==> config.mk <==
export PLATFORM = sky130hd
export DESIGN_NAME = blk_deframer
export DESIGN_NICKNAME = d
export VERILOG_FILES = /design/src/rtl/blkdf_pkg.sv /design/src/rtl/blkdf_sync_count.sv /design/src/rtl/blkdf_bcc_accum.sv /design/src/rtl/blkdf_frame_ctrl.sv /design/src/rtl/blk_deframer.sv
export SDC_FILE = /design/constraint.sdc
export NUM_CORES = 1
export LEC_CHECK = 0
export ABC_CLOCK_PERIOD_IN_PS = 1600
export BUFFER_PORTS_ARGS = -buffer_cell sky130_fd_sc_hd__buf_2
export CAP_MARGIN = 20
export CORE_MARGIN = 5
export CORE_UTILIZATION = 29
export CTS_CLUSTER_SIZE = 24
export DETAILED_ROUTE_END_ITERATION = 8
export HOLD_SLACK_MARGIN = 0.06
export PLACE_DENSITY = 0.49
export SKIP_CTS_REPAIR_TIMING = 1
export SYNTH_ARGS = -nofsm -noshare
export SYNTH_HDL_FRONTEND = slang
export SYNTH_SLANG_ARGS = --single-unit
export TNS_END_PERCENT = 30
==> constraint.sdc <==
create_clock -name clk -period 1.6 [get_ports clk]
set_clock_uncertainty 0.1 [all_clocks]
set_input_delay 0.08 -clock clk [delete_from_list [all_inputs] [get_ports clk]]
set_output_delay 0.08 -clock clk [all_outputs]
set_load 0.1 [all_outputs]
==> src/rtl/blkdf_pkg.sv <==
package blkdf_pkg;

   // Framing phases of the deframer
   typedef enum logic [1:0] {
      FR_HUNT  = 2'd0,   // counting synchronisation characters
      FR_ARMED = 2'd1,   // enough SYNC seen, waiting for start of text
      FR_BODY  = 2'd2,   // forwarding payload, accumulating check
      FR_CHECK = 2'd3    // next accepted byte is the block check
   } fr_state_e;

endpackage

==> src/rtl/blkdf_sync_count.sv <==
module blkdf_sync_count #(
   parameter int                DATA_W    = 8,
   parameter int                MIN_SYNC  = 2,
   parameter logic [DATA_W-1:0] SYNC_CODE = DATA_W'('h16)
) (
   input  logic              clk,
   input  logic              rst_n,
   input  logic              step,
   input  logic [DATA_W-1:0] byte_in,
   output logic              reached
);
   localparam int CW = $clog2(MIN_SYNC + 1);
   localparam logic [CW-1:0] LAST = CW'(MIN_SYNC - 1);

   logic          is_sync;
   logic [CW-1:0] cnt_q;

   assign is_sync = (byte_in == SYNC_CODE);
   assign reached = step && is_sync && (cnt_q == LAST);

   // run length of consecutive SYNC bytes; any other byte restarts it
   always_ff @(posedge clk) begin
      if (!rst_n)
         cnt_q <= '0;
      else if (step)
         cnt_q <= (is_sync && !reached) ? cnt_q + 1'b1 : '0;
   end
endmodule

==> src/rtl/blkdf_bcc_accum.sv <==
module blkdf_bcc_accum #(
   parameter int DATA_W = 8
) (
   input  logic              clk,
   input  logic              rst_n,
   input  logic              clr,
   input  logic              upd,
   input  logic [DATA_W-1:0] byte_in,
   output logic              match
);
   logic [DATA_W-1:0] acc_q;

   always_ff @(posedge clk) begin
      if (!rst_n)
         acc_q <= '0;
      else if (clr)
         acc_q <= '0;
      else if (upd)
         acc_q <= acc_q ^ byte_in;
   end

   assign match = (byte_in == acc_q);
endmodule

==> src/rtl/blkdf_frame_ctrl.sv <==
module blkdf_frame_ctrl
   import blkdf_pkg::*;
#(
   parameter int                DATA_W    = 8,
   parameter logic [DATA_W-1:0] SYNC_CODE = DATA_W'('h16),
   parameter logic [DATA_W-1:0] STX_CODE  = DATA_W'('h02),
   parameter logic [DATA_W-1:0] ETX_CODE  = DATA_W'('h03)
) (
   input  logic              clk,
   input  logic              rst_n,
   input  logic              in_valid,
   input  logic [DATA_W-1:0] in_byte,
   input  logic              sync_reached,
   output logic              hunt_step,
   output logic              fwd,
   output logic              acc_clr,
   output logic              acc_upd,
   output logic              finish
);
   fr_state_e state_q, state_d;

   always_comb begin
      state_d   = state_q;
      hunt_step = 1'b0;
      fwd       = 1'b0;
      acc_clr   = 1'b0;
      acc_upd   = 1'b0;
      finish    = 1'b0;
      if (in_valid) begin
         unique case (state_q)
            FR_HUNT: begin
               hunt_step = 1'b1;
               if (sync_reached) state_d = FR_ARMED;
            end
            FR_ARMED: begin
               if (in_byte == STX_CODE) begin
                  state_d = FR_BODY;
                  acc_clr = 1'b1;
               end else if (in_byte != SYNC_CODE) begin
                  state_d = FR_HUNT;
               end
            end
            FR_BODY: begin
               acc_upd = 1'b1;
               if (in_byte == ETX_CODE) state_d = FR_CHECK;
               else                     fwd     = 1'b1;
            end
            FR_CHECK: begin
               finish  = 1'b1;
               state_d = FR_HUNT;
            end
            default: state_d = FR_HUNT;
         endcase
      end
   end

   always_ff @(posedge clk) begin
      if (!rst_n) state_q <= FR_HUNT;
      else        state_q <= state_d;
   end
endmodule

==> src/rtl/blk_deframer.sv <==
module blk_deframer
   import blkdf_pkg::*;
#(
   parameter int                DATA_W    = 8,
   parameter int                MIN_SYNC  = 2,
   parameter logic [DATA_W-1:0] SYNC_CODE = DATA_W'('h16),
   parameter logic [DATA_W-1:0] STX_CODE  = DATA_W'('h02),
   parameter logic [DATA_W-1:0] ETX_CODE  = DATA_W'('h03)
) (
   input  logic              clk,
   input  logic              rst_n,
   input  logic              in_valid,
   input  logic [DATA_W-1:0] in_byte,
   output logic              out_valid,
   output logic [DATA_W-1:0] out_byte,
   output logic              blk_done,
   output logic              blk_err
);
   // elaboration-time parameter checks
   if (DATA_W < 2) begin : g_bad_width
      $error("blk_deframer: DATA_W must be at least 2");
   end
   if (MIN_SYNC < 1) begin : g_bad_sync
      $error("blk_deframer: MIN_SYNC must be at least 1");
   end
   if (SYNC_CODE == STX_CODE) begin : g_bad_codes
      $error("blk_deframer: SYNC_CODE and STX_CODE must differ");
   end

   logic hunt_step, sync_reached, fwd, acc_clr, acc_upd, finish, match;

   blkdf_sync_count #(
      .DATA_W(DATA_W), .MIN_SYNC(MIN_SYNC), .SYNC_CODE(SYNC_CODE)
   ) u_sync (
      .clk(clk), .rst_n(rst_n), .step(hunt_step),
      .byte_in(in_byte), .reached(sync_reached)
   );

   blkdf_frame_ctrl #(
      .DATA_W(DATA_W), .SYNC_CODE(SYNC_CODE),
      .STX_CODE(STX_CODE), .ETX_CODE(ETX_CODE)
   ) u_ctrl (
      .clk(clk), .rst_n(rst_n), .in_valid(in_valid), .in_byte(in_byte),
      .sync_reached(sync_reached), .hunt_step(hunt_step), .fwd(fwd),
      .acc_clr(acc_clr), .acc_upd(acc_upd), .finish(finish)
   );

   blkdf_bcc_accum #(
      .DATA_W(DATA_W)
   ) u_bcc (
      .clk(clk), .rst_n(rst_n), .clr(acc_clr), .upd(acc_upd),
      .byte_in(in_byte), .match(match)
   );

   // registered outputs
   always_ff @(posedge clk) begin
      if (!rst_n) begin
         out_valid <= 1'b0;
         out_byte  <= '0;
         blk_done  <= 1'b0;
         blk_err   <= 1'b0;
      end else begin
         out_valid <= fwd;
         if (fwd) out_byte <= in_byte;
         blk_done  <= finish && match;
         blk_err   <= finish && !match;
      end
   end
endmodule

After elaboration in Yosys (flattened, before gate mapping)

Cells that the tools add are included.

Equal/unequal tests: 12
Mux-type cells: 18
Bitwise operators: 2
Reductions and logical operators: 10
Add/subtract/negate cells: 1

Operator list:

| operator                                             | count |
|---|---|
| equality test 8 x 2 -> 1 bit (second input constant) | 2 |
| 2-to-1 mux 1 bit                                     | 12 |
| 2-to-1 mux 2 bit                                     | 5 |
| equality test 8 x 5 -> 1 bit (second input constant) | 1 |
| equality test 8 bit                                  | 1 |
| != test 8 x 5 -> 1 bit (second input constant)       | 1 |
| one-hot mux 2 bit (4 select lines)                   | 1 |
| bitwise XOR 8 bit                                    | 1 |
| logical AND 1 bit                                    | 5 |
| equality test 2 x 1 -> 1 bit (second input constant) | 2 |
| equality test 2 bit (second input constant)          | 2 |
| AND reduction 4 bit                                  | 1 |
| != test 3 x 1 -> 1 bit (second input constant)       | 1 |
| adder 2 x 1 -> 2 bit (second input constant)         | 1 |
| zero test 1 bit                                      | 2 |
| zero test 2 bit                                      | 1 |
| != test 2 x 1 -> 1 bit (second input constant)       | 1 |
| != test 2 bit (second input constant)                | 1 |
| OR reduction 2 bit                                   | 1 |
| inverter 1 bit                                       | 1 |

Output and inout port bits: 11
Input bits: 11
Flip-flop bits (word level): 23
Word-level logic and storage cells: 50

Logic depth before layout (Yosys ltp)

Depth in word-level cells: 8
Mapped depth: 6
Depth with buffers taken out: 6

Modules after synthesis

A second synthesis with hierarchy kept.

Cells, all modules: 115
Area total of the unflattened synthesis: 1108.6 µm²

By module, submodules not included:

| module           | seq. area each (µm²) | area each (µm²) | cells each | times used |
|---|---|---|---|---|
| blkdf_bcc_accum  | 160.2                | 397.9           | 46         | 1 |
| blk_deframer     | 220.2                | 386.6           | 33         | 1 |
| blkdf_frame_ctrl | 40.0                 | 176.4           | 20         | 1 |
| blkdf_sync_count | 40.0                 | 147.6           | 16         | 1 |

Least setup slack after synthesis

Ideal clock, no wire load.

Path type: in2reg
Start point: in in_byte[3]
End point: reg out_byte[2]
Stages: 5
Data arrival time: 1.521 ns
Buffers on the path: 1
Path slack: -0.082 ns
Data required time: 1.439 ns
Path through: or4b_4 -> o31ai_1 -> and2_2 -> buf_2 -> a22o_2

Cells in the longest elaborated chain, start to end: 4

Ends and longest elaborated chain:

| element                      | line                   | RTL |
|---|---|---|
| start: declaration           | blk_deframer.sv:13     | `input logic [DATA_W-1:0] in_byte,` |
| equality test 8 x 2 -> 1 bit | blkdf_frame_ctrl.sv:45 | `if (in_byte == ETX_CODE) state_d = FR_CHECK;` |
| 2-to-1 mux 1 bit             | blkdf_frame_ctrl.sv:45 |  |
| 2-to-1 mux 1 bit             | blkdf_frame_ctrl.sv:30 | `unique case (state_q)` |
| 2-to-1 mux 1 bit             | blkdf_frame_ctrl.sv:29 | `if (in_valid) begin` |
| end signal: assignment       | blk_deframer.sv:64     | `if (fwd) out_byte <= in_byte;` |
| end: declaration             | blk_deframer.sv:15     | `output logic [DATA_W-1:0] out_byte,` |

No other way between the ends.
A chain may end at the register's enable or synchronous reset.

Worst setup path after layout

Start point: reg u_sync.cnt_q[1]
End point: reg u_sync.cnt_q[1]

Cells in the longest elaborated chain, start to end: 5

Ends and longest elaborated chain:

| element                      | line                   | RTL |
|---|---|---|
| start: declaration           | blkdf_sync_count.sv:16 | `logic [CW-1:0] cnt_q;` |
| start signal: assignment     | blkdf_sync_count.sv:26 | `cnt_q <= (is_sync && !reached) ? cnt_q + 1'b1 : '0;` |
| equality test 2 x 1 -> 1 bit | blkdf_sync_count.sv:19 | `assign reached = step && is_sync && (cnt_q == LAST);` |
| logical AND 1 bit            | blkdf_sync_count.sv:19 |  |
| zero test 1 bit              | blkdf_sync_count.sv:26 |  |
| logical AND 1 bit            | blkdf_sync_count.sv:26 |  |
| 2-to-1 mux 2 bit (*)         | blkdf_sync_count.sv:26 |  |

Every way passes the cells marked *; elsewhere a longest branch is shown, timed or not.

==> metrics.csv <==
stage,metric,value,unit
timing,final setup fails,2,
synth,share of synthesized registers carrying an async set or reset,0,
timing,Rel. slew slack,0.677,
timing,WHS,0.0543,ns
setup_path,Critical Path Start,u_sync.cnt_q[1],
synth,register area share after synthesis,0.460,
synth,prevailing post-synth register cell,dfxtp_1,
final_layout,Fillers,353,
final_layout,layout cells sized above 1,0.344,
outcome,failing checks,setup timing,
global_routing,global-route wire length before repair,3590,um
synth,Post-synth EDFFs,0,
timing,setup slack after layout,-0.0410,ns
timing,unrepaired setup endpoints after global routing,yes,
final_layout,# nets final,167,
placement,port buffer count,21,
setup_path,arrival time worst endpoint,1.81,ns
final_layout,"Area growth, synth to finish",39.7,%
die,io pins,22,
hold_path,HP Class,in2reg,
placement,post-DP HPWL,1820,um
final_layout,Final Core Density,0.419,
setup_path,Worst Reg-to-Reg Cells,5,
clock_tree,clk sinks,23,
die,Core Box Area,0.00334,sq mm
synth,Netlist cell types,29,
setup_path,WS Path Type,reg2reg,
clock_tree,clk_lat worst skew,0.32,ns
final_layout,footprint of the multi-input gates,539,sq um
detailed_routing,Antenna Nets Post-Route,0,
setup_path,Crit Reg-Reg Startpoint,u_sync.cnt_q[1],
synth,mapped cell area,0.00100,sq mm
timing,final hold vios,0,
synth,YS warnings,0,
placement,RD Place Congestion,0.728,
clock_tree,CTS tree,yes,
setup_path,worst-path maximum fanout,2,
final_layout,n_diodes,0,
job,Max Cap Viol,0,
global_routing,vias in the first global route,818,
detailed_routing,DRT iter0 DRCs,15,
global_routing,initial antenna violation count,0,
clock_tree,"Reg clk slew, reported paths",0.14,ns
timing,final worst path period need,1.64,ns
final_layout,design area,0.00140,sq mm
global_routing,GR Util All Layers,0.102,
power_and_ir_drop,PwrDens,678,mW/mm^2
setup_path,Setup crit start kind,flop,
setup_path,WP data required,1.76,ns
power_and_ir_drop,P_leak,0.610,nW
setup_path,CP endpoint kind,flop,
setup_path,Worst Setup EP,u_sync.cnt_q[1],
die,initial core utilization,0.300,
global_routing,largest net degree at the start of global routing,14,
detailed_routing,Routed WL,2410,um
detailed_routing,via count,929,
detailed_routing,drt via density,4.65,
placement,dpl cell area,0.00124,sq mm
setup_path,RR Endpoint,u_sync.cnt_q[1],
synth,post-synthesis cell count,109,
final_layout,Storage cell area,462,sq um
die,Die Ht,68.8,um
clock_tree,Root Buffer Master,clkbuf_4,
timing,fmax,609,MHz
clock_tree,cts bufs inserted,3,
global_routing,GRT overflow,0,
setup_path,worst reg2reg setup slack,-0.04,ns
detailed_routing,DRC viols,0,
timing,worst slew pin tran,0.487,ns
detailed_routing,Avg WL per Cell,12.1,um
timing,final period utilization,1.03,
clock_tree,Max H-tree Level,1,
detailed_routing,Pre-Repair DR Iteration Count,4,
die,row count,21,
die,Die X,68.8,um
synth,Synth Net Count,121,
synth,Syn Area/Cell,9.18,sq um
power_and_ir_drop,Peak VDD IR,0.211,mV
outcome,outcome,finished with violations,
timing,max-slew violation count,0,
clock_tree,Max Root-Sink Buffers,2,
die,Die Area,0.00473,sq mm
synth,Yosys reg bits,23,
[registers in the layout, summed over array words and instances (netlist names), named ones only]
signal	flops
out_byte	8
blk_err	1
u_bcc.acc_q	8
blk_done	1
out_valid	1
u_ctrl.state_q	1
u_sync.cnt_q	2
[layer usage]
layer	up-vias	global-route usage	wire, um
li1	469	-	-
met2	15	0.170	1250
met4	0	0.0511	29
met5	-	0	0
met3	2	0.0146	71
met1	443	0.127	1060
[power breakdown]
part	switching, W	total (W)	internal [W]
clock	0.000188	0.000281	0.0000936
sequential	0.0000000380	0.000573	0.000573
combinational	0.0000441	0.0000945	0.0000503
total	0.000232	0.000948	0.000717
[Yosys cell counts (2+ instances only)]
cell type | n | area share
nand3_1 | 2 | 0.010
o21ai_0 | 3 | 0.015
nand2_1 | 15 | 0.056
dfxtp_1 | 23 | 0.46
or3b_2 | 2 | 0.018
a21oi_1 | 4 | 0.020
or3_1 | 2 | 0.012
inv_1 | 2 | 0.0075
xor2_1 | 16 | 0.14
a22o_2 | 6 | 0.060
nand3b_1 | 2 | 0.015
nor4_1 | 2 | 0.012
nor2_1 | 14 | 0.052
[cells by family (layout without fill, tap and decap cells)]
family	Yosys count	in the layout	share of synthesized area
AO/OA/AOI/OAI	17	17	0.126
buffers and inverters	5	50	0.0200
AND/OR/NAND/NOR	47	47	0.241
adder cells (fa/ha/maj)	1	1	0.0125
XOR/XNOR	16	16	0.140
flip-flops	23	23	0.460
[stage by stage]
stage | cells | setup TNS, ns | power [W] | setup slack [ns]
CTS | 189 | -0.231 | 0.000935 | -0.126
detailed placement | 185 | -1.78 | 0.000659 | -0.258
global route | 200 | -0.226 | 0.000997 | -0.0998
floorplan | 109 | -0.652 | 0.000610 | -0.0820
finish | 200 | -0.0645 | 0.000948 | -0.0410
global placement | 185 | -1.93 | 0.000658 | -0.219
[cell usage in the layout, fill, tap and decap left out, types with 2 or more instances in the layout]
| cell | count |
|---|---|
| or3b_2 | 2 |
| nand3b_1 | 2 |
| nand2_1 | 15 |
| o21ai_0 | 3 |
| or3_1 | 2 |
| dfxtp_1 | 22 |
| nor2_1 | 14 |
| buf_2 | 21 |
| buf_4 | 12 |
| xor2_1 | 16 |
| dlygate4sd3_1 | 11 |
| a21oi_1 | 4 |
| nor4_1 | 2 |
| a22o_2 | 6 |
| nand3_1 | 2 |
| clkbuf_4 | 3 |
[cell type report]
type | count | area share
clock buffers | 3 | 0.0161
clock inverters | 1 | 0.00358
inverters | 2 | 0.00537
multi-input cells | 81 | 0.386
flip-flops and latches | 23 | 0.330
well taps | 46 | 0.0411
repair buffers | 44 | 0.218
[how the worst min path moves through the flow]
stage          startpoint     endpoint  slack (ns)  cells past startpoint
2_1_floorplan  in_byte[2]  out_byte[2]        0.12                      1
3_3_place_gp   in_byte[1]  out_byte[1]        0.29                      3
3_5_place_dp   in_byte[1]  out_byte[1]        0.30                      3
4_1_cts        in_byte[1]  out_byte[1]       -0.05                      3
5_1_grt        in_byte[2]  out_byte[2]        0.07                      3
6_report       in_byte[2]  out_byte[2]        0.05                      3
[critical path, cell delays in order (launching register included)]
cell	delay, ns
dfxtp_2	0.36
inv_2	0.04
ha_4	0.15
or4_4	0.50
or3_1	0.32
a21oi_1	0.12
Power figures use the tool's default switching activity.
